### src/rtl/pcm_serial_port.sv
module pcm_serial_port #(
  parameter int WORD_W   = 16,
  parameter int NARROW_W = 8,
  parameter int CNT_W    = 6
) (
  input  logic              clk,
  input  logic              rst_n,
  input  logic [1:0]        fmt_i,
  input  logic [1:0]        law_i,
  input  logic              edge_pol_i,
  input  logic              half_shift_i,
  input  logic              bclk_i,
  input  logic              fsync_i,
  input  logic              sdin_i,
  output logic              sdout_o,
  input  logic [WORD_W-1:0] tx_word_i,
  input  logic              tx_valid_i,
  output logic [WORD_W-1:0] rx_word_o,
  output logic              rx_valid_o
);

  localparam logic [CNT_W-1:0]  CSAT = '1;
  localparam logic [WORD_W-1:0] NMASK = {{(WORD_W-NARROW_W){1'b0}}, {NARROW_W{1'b1}}};

  logic [2:0] bclk_q, fs_q;
  logic [1:0] din_q;
  logic [CNT_W-1:0] tcnt, rcnt;
  logic [WORD_W-1:0] tx_hold, tx_sr, rx_sr;

  always_ff @(posedge clk or negedge rst_n)
    if (!rst_n) begin
      bclk_q <= '0;
      fs_q   <= '0;
      din_q  <= '0;
    end else begin
      bclk_q <= {bclk_q[1:0], bclk_i};
      fs_q   <= {fs_q[1:0], fsync_i};
      din_q  <= {din_q[0], sdin_i};
    end

  wire b_rise   = bclk_q[1] & ~bclk_q[2];
  wire b_fall   = ~bclk_q[1] & bclk_q[2];
  wire fs_rise  = fs_q[1] & ~fs_q[2];
  wire fs_fall  = ~fs_q[1] & fs_q[2];
  wire sync_fmt = ~fmt_i[1];
  wire tx_fall  = sync_fmt ? (edge_pol_i ^ half_shift_i) : 1'b1;
  wire tx_ev    = tx_fall ? b_fall : b_rise;
  wire rx_ev    = tx_fall ? b_rise : b_fall;
  wire start    = (fmt_i == 2'd3) ? fs_fall : fs_rise;
  wire lag      = (fmt_i == 2'd0) || (fmt_i == 2'd3);
  wire narrow   = law_i[1];
  wire [CNT_W-1:0] wlen = narrow ? CNT_W'(NARROW_W) : CNT_W'(WORD_W);
  wire [CNT_W-1:0] t_nxt = (tcnt == CSAT) ? tcnt : tcnt + 1'b1;
  wire [CNT_W-1:0] r_nxt = (rcnt == CSAT) ? rcnt : rcnt + 1'b1;

  function automatic logic in_word(input logic [CNT_W-1:0] c, input logic lg,
                                   input logic [CNT_W-1:0] len);
    return (c >= CNT_W'(lg)) && ((c - CNT_W'(lg)) < len);
  endfunction

  function automatic logic pick(input logic [WORD_W-1:0] w, input logic [CNT_W-1:0] c,
                                input logic lg, input logic [CNT_W-1:0] len);
    logic b;
    logic [CNT_W-1:0] sel;
    b = 1'b0;
    sel = len - 1'b1 - (c - CNT_W'(lg));
    if (in_word(c, lg, len))
      for (int i = 0; i < WORD_W; i++)
        if (CNT_W'(i) == sel) b = w[i];
    return b;
  endfunction

  wire rx_take = rx_ev && in_word(rcnt, lag, wlen);
  wire rx_last = rx_take && ((rcnt - CNT_W'(lag)) == wlen - 1'b1);
  wire [WORD_W-1:0] rx_shift = {rx_sr[WORD_W-2:0], din_q[1]};

  always_ff @(posedge clk or negedge rst_n)
    if (!rst_n) tx_hold <= '0;
    else if (tx_valid_i) tx_hold <= tx_word_i;

  always_ff @(posedge clk or negedge rst_n)
    if (!rst_n) begin
      tcnt    <= CSAT;
      tx_sr   <= '0;
      sdout_o <= 1'b0;
    end else if (start) begin
      tcnt    <= '0;
      tx_sr   <= tx_hold;
      sdout_o <= pick(tx_hold, '0, lag, wlen);
    end else if (tx_ev) begin
      tcnt    <= t_nxt;
      sdout_o <= pick(tx_sr, t_nxt, lag, wlen);
    end

  always_ff @(posedge clk or negedge rst_n)
    if (!rst_n) begin
      rcnt       <= CSAT;
      rx_sr      <= '0;
      rx_word_o  <= '0;
      rx_valid_o <= 1'b0;
    end else begin
      rx_valid_o <= rx_last && !start;
      if (start) rcnt <= '0;
      else if (rx_ev) rcnt <= r_nxt;
      if (rx_take && !start) rx_sr <= rx_shift;
      if (rx_last && !start) rx_word_o <= rx_shift & (narrow ? NMASK : '1);
    end

  a_r9_single_pulse: assert property (@(posedge clk) disable iff (!rst_n)
    rx_valid_o |=> !rx_valid_o);
  a_r9_after_capture: assert property (@(posedge clk) disable iff (!rst_n)
    rx_valid_o |-> $past(rx_ev));
  a_r8_sdout_on_event: assert property (@(posedge clk) disable iff (!rst_n)
    !$stable(sdout_o) |-> $past(tx_ev || start));
  a_r3_tx_frozen: assert property (@(posedge clk) disable iff (!rst_n)
    !$stable(tx_sr) |-> $past(start));
  a_r7_narrow_upper: assert property (@(posedge clk) disable iff (!rst_n)
    (rx_valid_o && $past(narrow)) |-> (rx_word_o[WORD_W-1:NARROW_W] == '0));

endmodule

### config.mk
export PLATFORM = sky130hd
export DESIGN_NAME = pcm_serial_port
export DESIGN_NICKNAME = d
export VERILOG_FILES = /design/src/rtl/pcm_serial_port.sv
export SDC_FILE = /design/constraint.sdc
export NUM_CORES = 1
export LEC_CHECK = 0
export ABC_AREA = 0
export BUFFER_PORTS_ARGS = -buffer_cell sky130_fd_sc_hd__buf_4
export CORE_ASPECT_RATIO = 2
export CORE_MARGIN = 1
export CORE_UTILIZATION = 60
export CTS_CLUSTER_DIAMETER = 40
export DETAILED_ROUTE_END_ITERATION = 8
export PLACE_DENSITY = 0.81
export SLEW_MARGIN = 5
export SYNTH_ARGS = -nofsm -noshare
export SYNTH_HDL_FRONTEND = slang
export SYNTH_SLANG_ARGS = --single-unit
### constraint.sdc
create_clock -name clk -period 11 [get_ports clk]
set_input_delay 2.2 -clock clk [delete_from_list [all_inputs] [get_ports clk]]
set_output_delay 2.2 -clock clk [all_outputs]
set_load 0.01 [all_outputs]
==> results of run 1 <==
[sequential cells by signal (all words and copies together) (netlist names)]
| signal | flops |
|---|---|
| rx_word_o | 16 |
| tx_hold | 16 |
| tx_sr | 16 |
| rx_sr | 15 |
| rcnt | 6 |
| tcnt | 6 |
| bclk_q | 3 |
| fs_q | 3 |
| din_q | 2 |
| rx_valid_o | 1 |
| sdout_o | 1 |
[routing by layer]
metal	up-vias	routed length, um	GRT usage
li1	1402	-	-
met1	1509	3280	0.296
met2	68	4840	0.448
met3	33	268	0.0586
met4	0	340	0.151
met5	-	0	0
[power groups by stage]
stage,combinational [W],sequential [W],clock (W)
after detailed placement,0.000256,0.000403,0
after global placement,0.000247,0.000400,0
final,0.000262,0.000399,0.000345
after floorplan,0.000199,0.000391,0
after global routing,0.000291,0.000404,0.000361
after CTS,0.000263,0.000398,0.000350
[area by class of cell]
| type | count | area share |
|---|---|---|
| sequential | 85 | 0.428 |
| multi-input combinational | 252 | 0.407 |
| timing repair buffer | 45 | 0.0675 |
| clock buffer | 9 | 0.0450 |
| clock inverter | 7 | 0.0245 |
| tap | 90 | 0.0225 |
| inverter | 7 | 0.00525 |
[worst max-delay path, delay by kind of cell]
| family | cells | cell delay (ns) |
|---|---|---|
| adder cells (fa/ha/maj) | 4 | 0.95 |
| AND/OR/NAND/NOR | 3 | 2.06 |
| XOR/XNOR | 1 | 0.24 |
| AO/OA/AOI/OAI | 1 | 0.35 |
| buffers and inverters | 2 | 0.21 |
| multiplexers | 1 | 0.40 |
[worst paths after layout]
kind / to / slack [ns] / start
max in group asynchronous: rx_sr[7]$_DFFE_PN0P_ / 8.29 / rst_n
min reg2reg: bclk_q[1]$_DFF_PN0_ / 0.35 / bclk_q[0]$_DFF_PN0_
max reg2reg: sdout_o$_DFFE_PN0P_ / 5.86 / tcnt[1]$_DFFE_PN1P_
min: bclk_q[1]$_DFF_PN0_ / 0.35 / bclk_q[0]$_DFF_PN0_
min in group asynchronous: tx_hold[14]$_DFFE_PN0P_ / 2.04 / rst_n
max: rx_word_o[7]$_DFFE_PN0P_ / 4.78 / fmt_i[0]
[per-stage QoR]
stage	setup slack [ns]	cell area (um^2)	utilization	total power, W
2_1_floorplan	5.58	4280	-	0.000590
3_3_place_gp	4.59	4660	0.671	0.000647
3_5_place_dp	4.44	4660	0.671	0.000659
4_1_cts	4.73	5000	0.721	0.00101
5_1_grt	4.46	5000	0.721	0.00106
6_report	4.78	5000	0.721	0.00101
[cell families after synthesis]
group	share of synthesized area
compound gates	0.104
xor+xnor	0.0307
fa+ha+maj	0.0292
buf+inv	0.0254
flops	0.500
mux	0.166
simple gates	0.144
[cell usage in the layout (no fill, tap or decap), types with 3 or more instances in the layout]
master / Yosys / final
dfrtp_1: 73 / 73
nand2_1: 10 / 10
a31oi_1: 5 / 5
bufinv_16: 0 / 3
clkbuf_16: 0 / 9
a21o_1: 3 / 3
nand2b_1: 6 / 6
o21ai_0: 8 / 8
a21oi_1: 10 / 10
mux2_2: 58 / 58
dfstp_2: 12 / 12
nor3_1: 13 / 13
xor2_1: 8 / 8
nand3_1: 5 / 5
buf_4: 0 / 45
xnor2_1: 7 / 7
nor2_1: 19 / 19
nor2b_1: 15 / 15
a211o_1: 3 / 3
mux2i_1: 6 / 6
a211oi_1: 3 / 3
o211ai_1: 4 / 4
a31o_2: 8 / 8
inv_1: 6 / 6
nand4_1: 3 / 3
ha_1: 10 / 10
nand3b_1: 3 / 3
nor4_1: 3 / 3
==> results.yml, run 1 <==
final_layout:
  drive_gt1_frac: 0.380
  seq_area_um2: 2140
  multi_input_area_um2: 2040
  fin_cells: 495
  area_growth_pct: 16.8
  fin_nets: 438
  nFillCells: 486
  diodes: 0
job:
  maxCapViolations: 0
timing:
  final_hold_viol_count: 0
  finalClockSkew_ns: 0.00573
  setup-tns-final_ns: 0
  setup_viol_count_final: 0
  rsz0062_at_grt: "no"
  slew_headroom: 0.237
  fin_hold_ws_ns: 0.349
  drv_slew: 0
  worstMarginPinSlew_ns: 1.14
  fin_crit_sh: 0.565
  max_freq_mhz: 161
  min_period_ns: 6.22
synth:
  yosysWarnings: 0
  avgSynthCellArea_um2: 11.8
  synth_edf_count: 0
  ys_ff_latch: 85
  synth_cells: 362
  synth_area_leader_cell: "dfrtp_1"
  synth.area.top_cells: "dfrtp_1 43%, mux2_2 15%, dfstp_2 7.4%, ha_1 2.9%, nor2b_1 2.2%"
  synth_most_common_cell: "dfrtp_1"
  synth_top_area_frac: 0.426
  syn_area_um2: 4280
  synth_sequential_area_ratio: 0.500
  syn_nets: 400
  synthArstFlopShare: 1.00
  synth_common_cells: "73 x dfrtp_1, 58 x mux2_2, 19 x nor2_1"
  synth_cell_types: 63
  synth_ff_type: "dfrtp_1"
pwr:
  cell_internal_pwr_w: 0.000712
  powerDensity_nw_per_um2: 201
  leakage_nw: 2.24
  sequentialPowerShare: 0.397
  pwr-share-comb: 0.260
  power_switching_w: 0.000293
  netSwitchingFraction: 0.292
  power_frac_clock: 0.343
  ir_worst_vdd_uv: 192
setup_path:
  r2r_cells: 16
  path_cells: "buf_4, ha_1, inv_1, ha_1, ha_1, nor3b_1, xor2_1, ha_1, a221o_1, nor4_4, and4bb_2, mux2_2"
  critPathRequiredTime_ns: 11.22
  worst_ep_arrival_time_ns: 6.43
  crit_type: "input pin to register"
  crit_path_start_kind: "input pin"
  slowest_delay_ns: 0.97
  cpMaxStageDelayCell: "nor4_4"
  path_max_fanout: 25
  path_common_cell: "ha_1"
  end_kind: "register"
floorplan:
  die_w_um: 61.8
  row_count: 43
  start_util: 0.617
  core_area_um2: 6940
  die_area_um2: 7500
  io_pins: 46
  die_h_um: 122
clocking:
  htree_levels: 3
  cts.sinks: 85
  cts_max_path_buffers: 2
  post_cts_resize_count: 0
  insertion_delay_ns: 0.34
  path_clk_slew_ns: 0.06
  cts_tree: "built"
  clockRootBuffer: "clkbuf_16"
  post_cts_buffers: 0
  cts_buffers: 9
  postCtsHoldBufs: 0
route:
  drtIter0Drc: 167
  routed_via_density: 6.08
  drc: 0
  vias: 3012
  firstDrtPassIters: 4
  finalWirelength_mm: 8.73
  post_drt_wl_per_cell_um: 17.6
  postRouteAntennaNets: 0
grt:
  grt_pass1_vias: 3152
  antenna_found_initial: 0
  grtUsageTotal: 0.266
  grt_pass1_wl_mm: 14.4
  grt.overflow.total: 0
  grt_max_degree: 86
place:
  port_buffers: 44
  dp.cells: 479
  gp_congestion: 0.869
  dpl.hpwl_mm: 5.91
worst_hold_path:
  hold_path_depth: 0
  hold_class: "register to register"
outcome:
  outcome: "complete, no violations"
Note: power is estimated with default switching activity, not from simulation.
==> run 2, diff against run 1 <==
Settings changed: CORE_UTILIZATION 60 to 59, PLACE_DENSITY 0.81 to 0.8.
Clock period 11 ns to 6.1 ns, I/O delays scaled along.
==> run 2 against run 1 <==
  * Via count shrank 1.1%
  * Register-to-register slack worse by 4.7 ns
  * Largest cell class unchanged
  * Largest power group unchanged
  * Worst hold slack improved by 0.00065 ns
  * Global-route usage fell by 2.3 points
  * Critical endpoint is now sdout_o$_DFFE_PN0P_
  * Total power increased by 74%
  * Clock power increased by 63%
==> results.yml, run 2 (synthesis gave the netlist of run 1 again) <==
setup_path:
  path_max_fanout: 13
  critPathRequiredTime_ns: 6.36
  slowest_delay_ns: 0.59
  end_kind: "register"
  cpMaxStageDelayCell: "dfstp_2"
  crit_type: "register to register"
  path_cells: "ha_1, nand2_1, nor2_1, xor2_1, ha_1, nand3b_1, or3b_2, a21oi_1, or2_2, ha_1, or3b_2, o22ai_1, nor4_1, a2111oi_0, a21oi_1, o21ai_1"
  crit_path_start_kind: "register"
  worst_ep_arrival_time_ns: 5.18
  path_common_cell: "ha_1"
final_layout:
  diodes: 0
  multi_input_area_um2: 2040
  finalInstanceArea_um2: 4980
  top_regs: "rx_word_o (16), tx_hold (16), tx_sr (16)"
  drive_gt1_frac: 0.382
  fin_nets: 439
  seq_area_um2: 2140
  layout_commonest_cell: "dfrtp_1"
  fin_cells: 496
  nFillCells: 501
  layout_common_cells: "73 x dfrtp_1, 58 x mux2_2, 46 x buf_4, 19 x nor2_1, 15 x nor2b_1"
  area_growth_pct: 16.3
  fin_util: 0.712
route:
  vias: 2980
  finalWirelength_mm: 8.41
  postRouteAntennaNets: 0
  drtIter0Drc: 105
  post_drt_wl_per_cell_um: 16.9
  firstDrtPassIters: 6
  routed_via_density: 6.01
  drc: 0
timing:
  rsz0062_at_grt: "no"
  slew_headroom: 0.313
  max_freq_mhz: 203
  fin_crit_sh: 0.806
  setup-tns-final_ns: 0
  setup_slack_ns: 1.18
  min_period_ns: 4.92
  worstMarginPinSlew_ns: 1.03
  finalClockSkew_ns: 0.00673
  drv_slew: 0
  setup_viol_count_final: 0
  final_hold_viol_count: 0
place:
  dp.cells: 480
  dpl.hpwl_mm: 5.82
  port_buffers: 44
  postPlaceCellArea_um2: 4660
  gp_congestion: 0.850
  dp_slack_ns: 0.987
floorplan:
  start_util: 0.613
  row_count: 43
  io_pins: 46
  core_area_um2: 6990
  die_w_um: 62.3
  die_area_um2: 7630
  die_h_um: 123
clocking:
  htree_levels: 3
  clockRootBuffer: "clkbuf_16"
  cts_buffers: 9
  path_clk_slew_ns: 0.06
  cts_tree: "built"
  cts.sinks: 85
  post_cts_resize_count: 0
  postCtsHoldBufs: 0
  insertion_delay_ns: 0.33
  cts_max_path_buffers: 2
  post_cts_buffers: 0
pwr:
  leakage_nw: 2.23
  ir_worst_vdd_uv: 260
  powerDensity_nw_per_um2: 350
grt:
  grt.overflow.total: 0
  grtUsageTotal: 0.243
  grt_max_degree: 86
  antenna_found_initial: 0
  grt_pass1_wl_mm: 14.2
  grt_pass1_vias: 3056
job:
  maxCapViolations: 0
worst_hold_path:
  hold_class: "register to register"
outcome:
  outcome: "complete, no violations"
-- run 2: worst paths after layout --
path | start | endpoint | slack (ns) | cells past startpoint
max | tcnt[1]$_DFFE_PN1P_ | sdout_o$_DFFE_PN0P_ | 1.18 | 16
min | bclk_q[0]$_DFF_PN0_ | bclk_q[1]$_DFF_PN0_ | 0.35 | 0
max reg2reg | tcnt[1]$_DFFE_PN1P_ | sdout_o$_DFFE_PN0P_ | 1.18 | 16
min reg2reg | bclk_q[0]$_DFF_PN0_ | bclk_q[1]$_DFF_PN0_ | 0.35 | 0
max in group asynchronous | rst_n | bclk_q[2]$_DFF_PN0_ | 4.38 | 1
min in group asynchronous | rst_n | din_q[1]$_DFF_PN0_ | 1.06 | 1
-- run 2: critical path, delay by kind of cell (launching register included) --
kind | cells | cell delay [ns]
adder cells (fa/ha/maj) | 3 | 1.02
AO/OA/AOI/OAI | 5 | 1.24
flip-flops | 1 | 0.59
XOR/XNOR | 1 | 0.17
AND/OR/NAND/NOR | 7 | 1.82
-- run 2: where the power goes --
group | total, W | switching [W] | leakage (nW) | internal [W]
clock | 0.000562 | 0.000218 | 0.150 | 0.000343
sequential | 0.000718 | 0.0000645 | 1.05 | 0.000654
combinational | 0.000465 | 0.000238 | 1.03 | 0.000227
-- run 2: stage by stage --
step,power (W),hold slack [ns]
after floorplan,0.00106,0.331
after global placement,0.00117,0.333
after detailed placement,0.00119,0.336
after CTS,0.00176,0.351
after global routing,0.00184,0.362
final,0.00175,0.350
-- run 2: per-layer routing --
layer | global-route usage | share of wire | vias to the layer above
met4 | 0.119 | 0.030 | 0
met1 | 0.247 | 0.37 | 1492
met2 | 0.464 | 0.57 | 60
met5 | 0 | 0 | -
met3 | 0.0493 | 0.031 | 21
li1 | - | - | 1407
-- run 2: cell type report --
type / instances / area share
clock inverter: 5 / 0.0131
sequential: 85 / 0.430
inverter: 7 / 0.00528
clock buffer: 11 / 0.0507
tap: 90 / 0.0226
timing repair buffer: 46 / 0.0693
multi-input combinational: 252 / 0.409
==> run 3, diff against run 2 <==
Settings changed: ABC_AREA 0 to 1, CORE_UTILIZATION 59 to 53, PLACE_DENSITY 0.8 to 0.76.
Clock period 6.1 ns to 4.2 ns, I/O delays scaled along.
==> run 3 against run 2 <==
  * Non-clock buffer count up 1
  * Largest cell class unchanged
  * Worst hold slack is essentially flat
  * Core utilization fell by 5.5 points
  * Total power grew 41%
  * First-iteration DRC count grew 32%
  * Via count rose by 9.9%
  * Critical path type unchanged
  * Clock power increased by 60%
==> results.yml, run 3 <==
outcome:
  outcome: "complete, no violations"
place:
  port_buffers: 44
  gp_congestion: 0.904
  dp.cells: 598
  dpl.hpwl_mm: 6.17
synth:
  yosysWarnings: 0
  synth_cell_types: 39
  syn_nets: 509
  synth_cells: 471
  ys_ff_latch: 85
  avgSynthCellArea_um2: 8.61
  synth_most_common_cell: "nand2_1"
  synth_sequential_area_ratio: 0.528
  synth_edf_count: 0
  synthArstFlopShare: 1.00
  synth.area.top_cells: "dfrtp_1 45%, nand2_1 12%, dfstp_2 7.8%, o21ai_0 7.5%, inv_1 5.9%"
  synth_ff_type: "dfrtp_1"
  synth_common_cells: "127 x nand2_1, 73 x dfrtp_1, 64 x inv_1"
  synth_area_leader_cell: "dfrtp_1"
  syn_area_um2: 4060
  synth_top_area_frac: 0.450
timing:
  fin_crit_sh: 0.890
  setup-tns-final_ns: 0
  worstMarginPinSlew_ns: 1.05
  rsz0062_at_grt: "no"
  finalClockSkew_ns: 0.00623
  min_period_ns: 3.74
  drv_slew: 0
  final_hold_viol_count: 0
  setup_viol_count_final: 0
  max_freq_mhz: 268
  slew_headroom: 0.302
floorplan:
  die_area_um2: 8030
  core_area_um2: 7320
  die_w_um: 63.9
  io_pins: 46
  row_count: 44
  die_h_um: 126
  start_util: 0.554
clocking:
  clockRootBuffer: "clkbuf_16"
  insertion_delay_ns: 0.34
  cts_buffers: 9
  htree_levels: 3
  postCtsHoldBufs: 0
  cts.sinks: 85
  post_cts_buffers: 0
  path_clk_slew_ns: 0.06
  post_cts_resize_count: 0
  cts_tree: "built"
  cts_max_path_buffers: 2
job:
  maxCapViolations: 0
route:
  routed_via_density: 5.34
  firstDrtPassIters: 6
  drc: 0
  postRouteAntennaNets: 0
  finalWirelength_mm: 8.60
  drtIter0Drc: 139
  post_drt_wl_per_cell_um: 14.0
  vias: 3276
pwr:
  powerDensity_nw_per_um2: 512
  ir_worst_vdd_uv: 441
  leakage_nw: 2.40
final_layout:
  layout_commonest_cell: "nand2_1"
  fin_nets: 555
  drive_gt1_frac: 0.190
  fin_cells: 614
  layout_common_cells: "127 x nand2_1, 73 x dfrtp_1, 64 x inv_1, 61 x o21ai_0, 47 x buf_4"
  diodes: 0
  area_growth_pct: 18.7
  top_regs: "rx_word_o (16), tx_hold (16), tx_sr (16)"
grt:
  antenna_found_initial: 0
  grt_pass1_vias: 3411
  grtUsageTotal: 0.238
  grt_pass1_wl_mm: 14.9
  grt_max_degree: 86
  grt.overflow.total: 0
setup_path:
  critPathRequiredTime_ns: 4.42
  end_kind: "register"
  path_common_cell: "nand2_1"
  cpMaxStageDelayCell: "dfstp_2"
  crit_type: "register to register"
  worst_ep_arrival_time_ns: 3.96
  slowest_delay_ns: 0.60
  crit_path_start_kind: "register"
  path_cells: "ha_1, nand3_1, nor2_2, xor2_1, ha_1, nand3_1, nand2_1, nand2_1, ha_1, inv_1, nor2_1, nand3_1, nand2_1, nor2_1, nand2_1, inv_1, nand2_1, nand2_1, nor2_1, nand2_1, nand2_1, nand4_1, nand2_1, a21oi_2"
  path_max_fanout: 5
worst_hold_path:
  hold_class: "register to register"
## run 3: cell count changes after synthesis, sizes merged, moves of 8 or more
cell	before	now
nand2	10	134
inv	6	65
mux2	58	5
o21ai	10	61
nand3	5	28
nor2b	15	0
a31o	8	0
## run 3: stage by stage
| stage | hold WS [ns] | setup WS (ns) | total power (W) | area (um^2) | utilization |
|---|---|---|---|---|---|
| final | 0.350 | 0.463 | 0.00246 | 4810 | 0.657 |
| after global routing | 0.355 | 0.161 | 0.00260 | 4810 | 0.657 |
| after CTS | 0.353 | 0.475 | 0.00248 | 4810 | 0.657 |
| after detailed placement | 0.339 | 0.124 | 0.00157 | 4470 | 0.611 |
| after global placement | 0.334 | 0.299 | 0.00155 | 4470 | 0.611 |
| after floorplan | 0.331 | 0.851 | 0.00139 | 4060 | - |
## run 3: final cells by class
| type | count | area [um^2] |
|---|---|---|
| Fill cell | 579 | 2510 |
| Sequential cell | 85 | 2140 |
| Multi-Input combinational cell | 307 | 1610 |
| Clock buffer | 10 | 229 |
| Inverter | 67 | 251 |
| Clock inverter | 6 | 111 |
| Timing Repair Buffer | 47 | 353 |
| Tap cell | 92 | 115 |
## run 3: worst max-delay path, delay by kind of cell, from the launching register on
kind | cells | cell delay (ns)
buf+inv | 2 | 0.11
flops | 1 | 0.60
compound gates | 1 | 0.06
simple gates | 17 | 1.67
fa+ha+maj | 3 | 0.97
xor+xnor | 1 | 0.23
## run 3: path summary, 6_finish.rpt
kind	cells past startpoint	to	from	slack [ns]
worst max register to register	24	sdout_o$_DFFE_PN0P_	tcnt[0]$_DFFE_PN1P_	0.46
max in group asynchronous	1	sdout_o$_DFFE_PN0P_	rst_n	2.83
worst min register to register	0	din_q[1]$_DFF_PN0_	din_q[0]$_DFF_PN0_	0.35
worst min-delay path	0	din_q[1]$_DFF_PN0_	din_q[0]$_DFF_PN0_	0.35
min in group asynchronous	1	rx_word_o[10]$_DFFE_PN0P_	rst_n	0.68
worst max-delay path	24	sdout_o$_DFFE_PN0P_	tcnt[0]$_DFFE_PN1P_	0.46
## run 3: per-layer routing
| metal | routed length, um | up-vias | GRT usage |
|---|---|---|---|
| li1 | - | 1606 | - |
| met1 | 3250 | 1551 | 0.257 |
| met2 | 4700 | 92 | 0.422 |
| met3 | 293 | 27 | 0.0399 |
| met4 | 361 | 0 | 0.146 |
| met5 | 0 | - | 0 |
## run 3: cells by family (layout without fill, tap and decap cells)
family,after synthesis,after routing,synth area share
multiplexers,5,5,0.0139
flip-flops,85,85,0.528
adder cells (fa/ha/maj),10,10,0.0309
AO/OA/AOI/OAI,86,86,0.120
XOR/XNOR,6,6,0.0130
buffers and inverters,79,130,0.0747
AND/OR/NAND/NOR,200,200,0.219
## run 3: where the power goes
group / internal [W] / switching, W
Sequential: 0.000948 / 0.0000719
Combinational: 0.000203 / 0.000343
Clock: 0.000583 / 0.000316
Total: 0.00173 / 0.000731
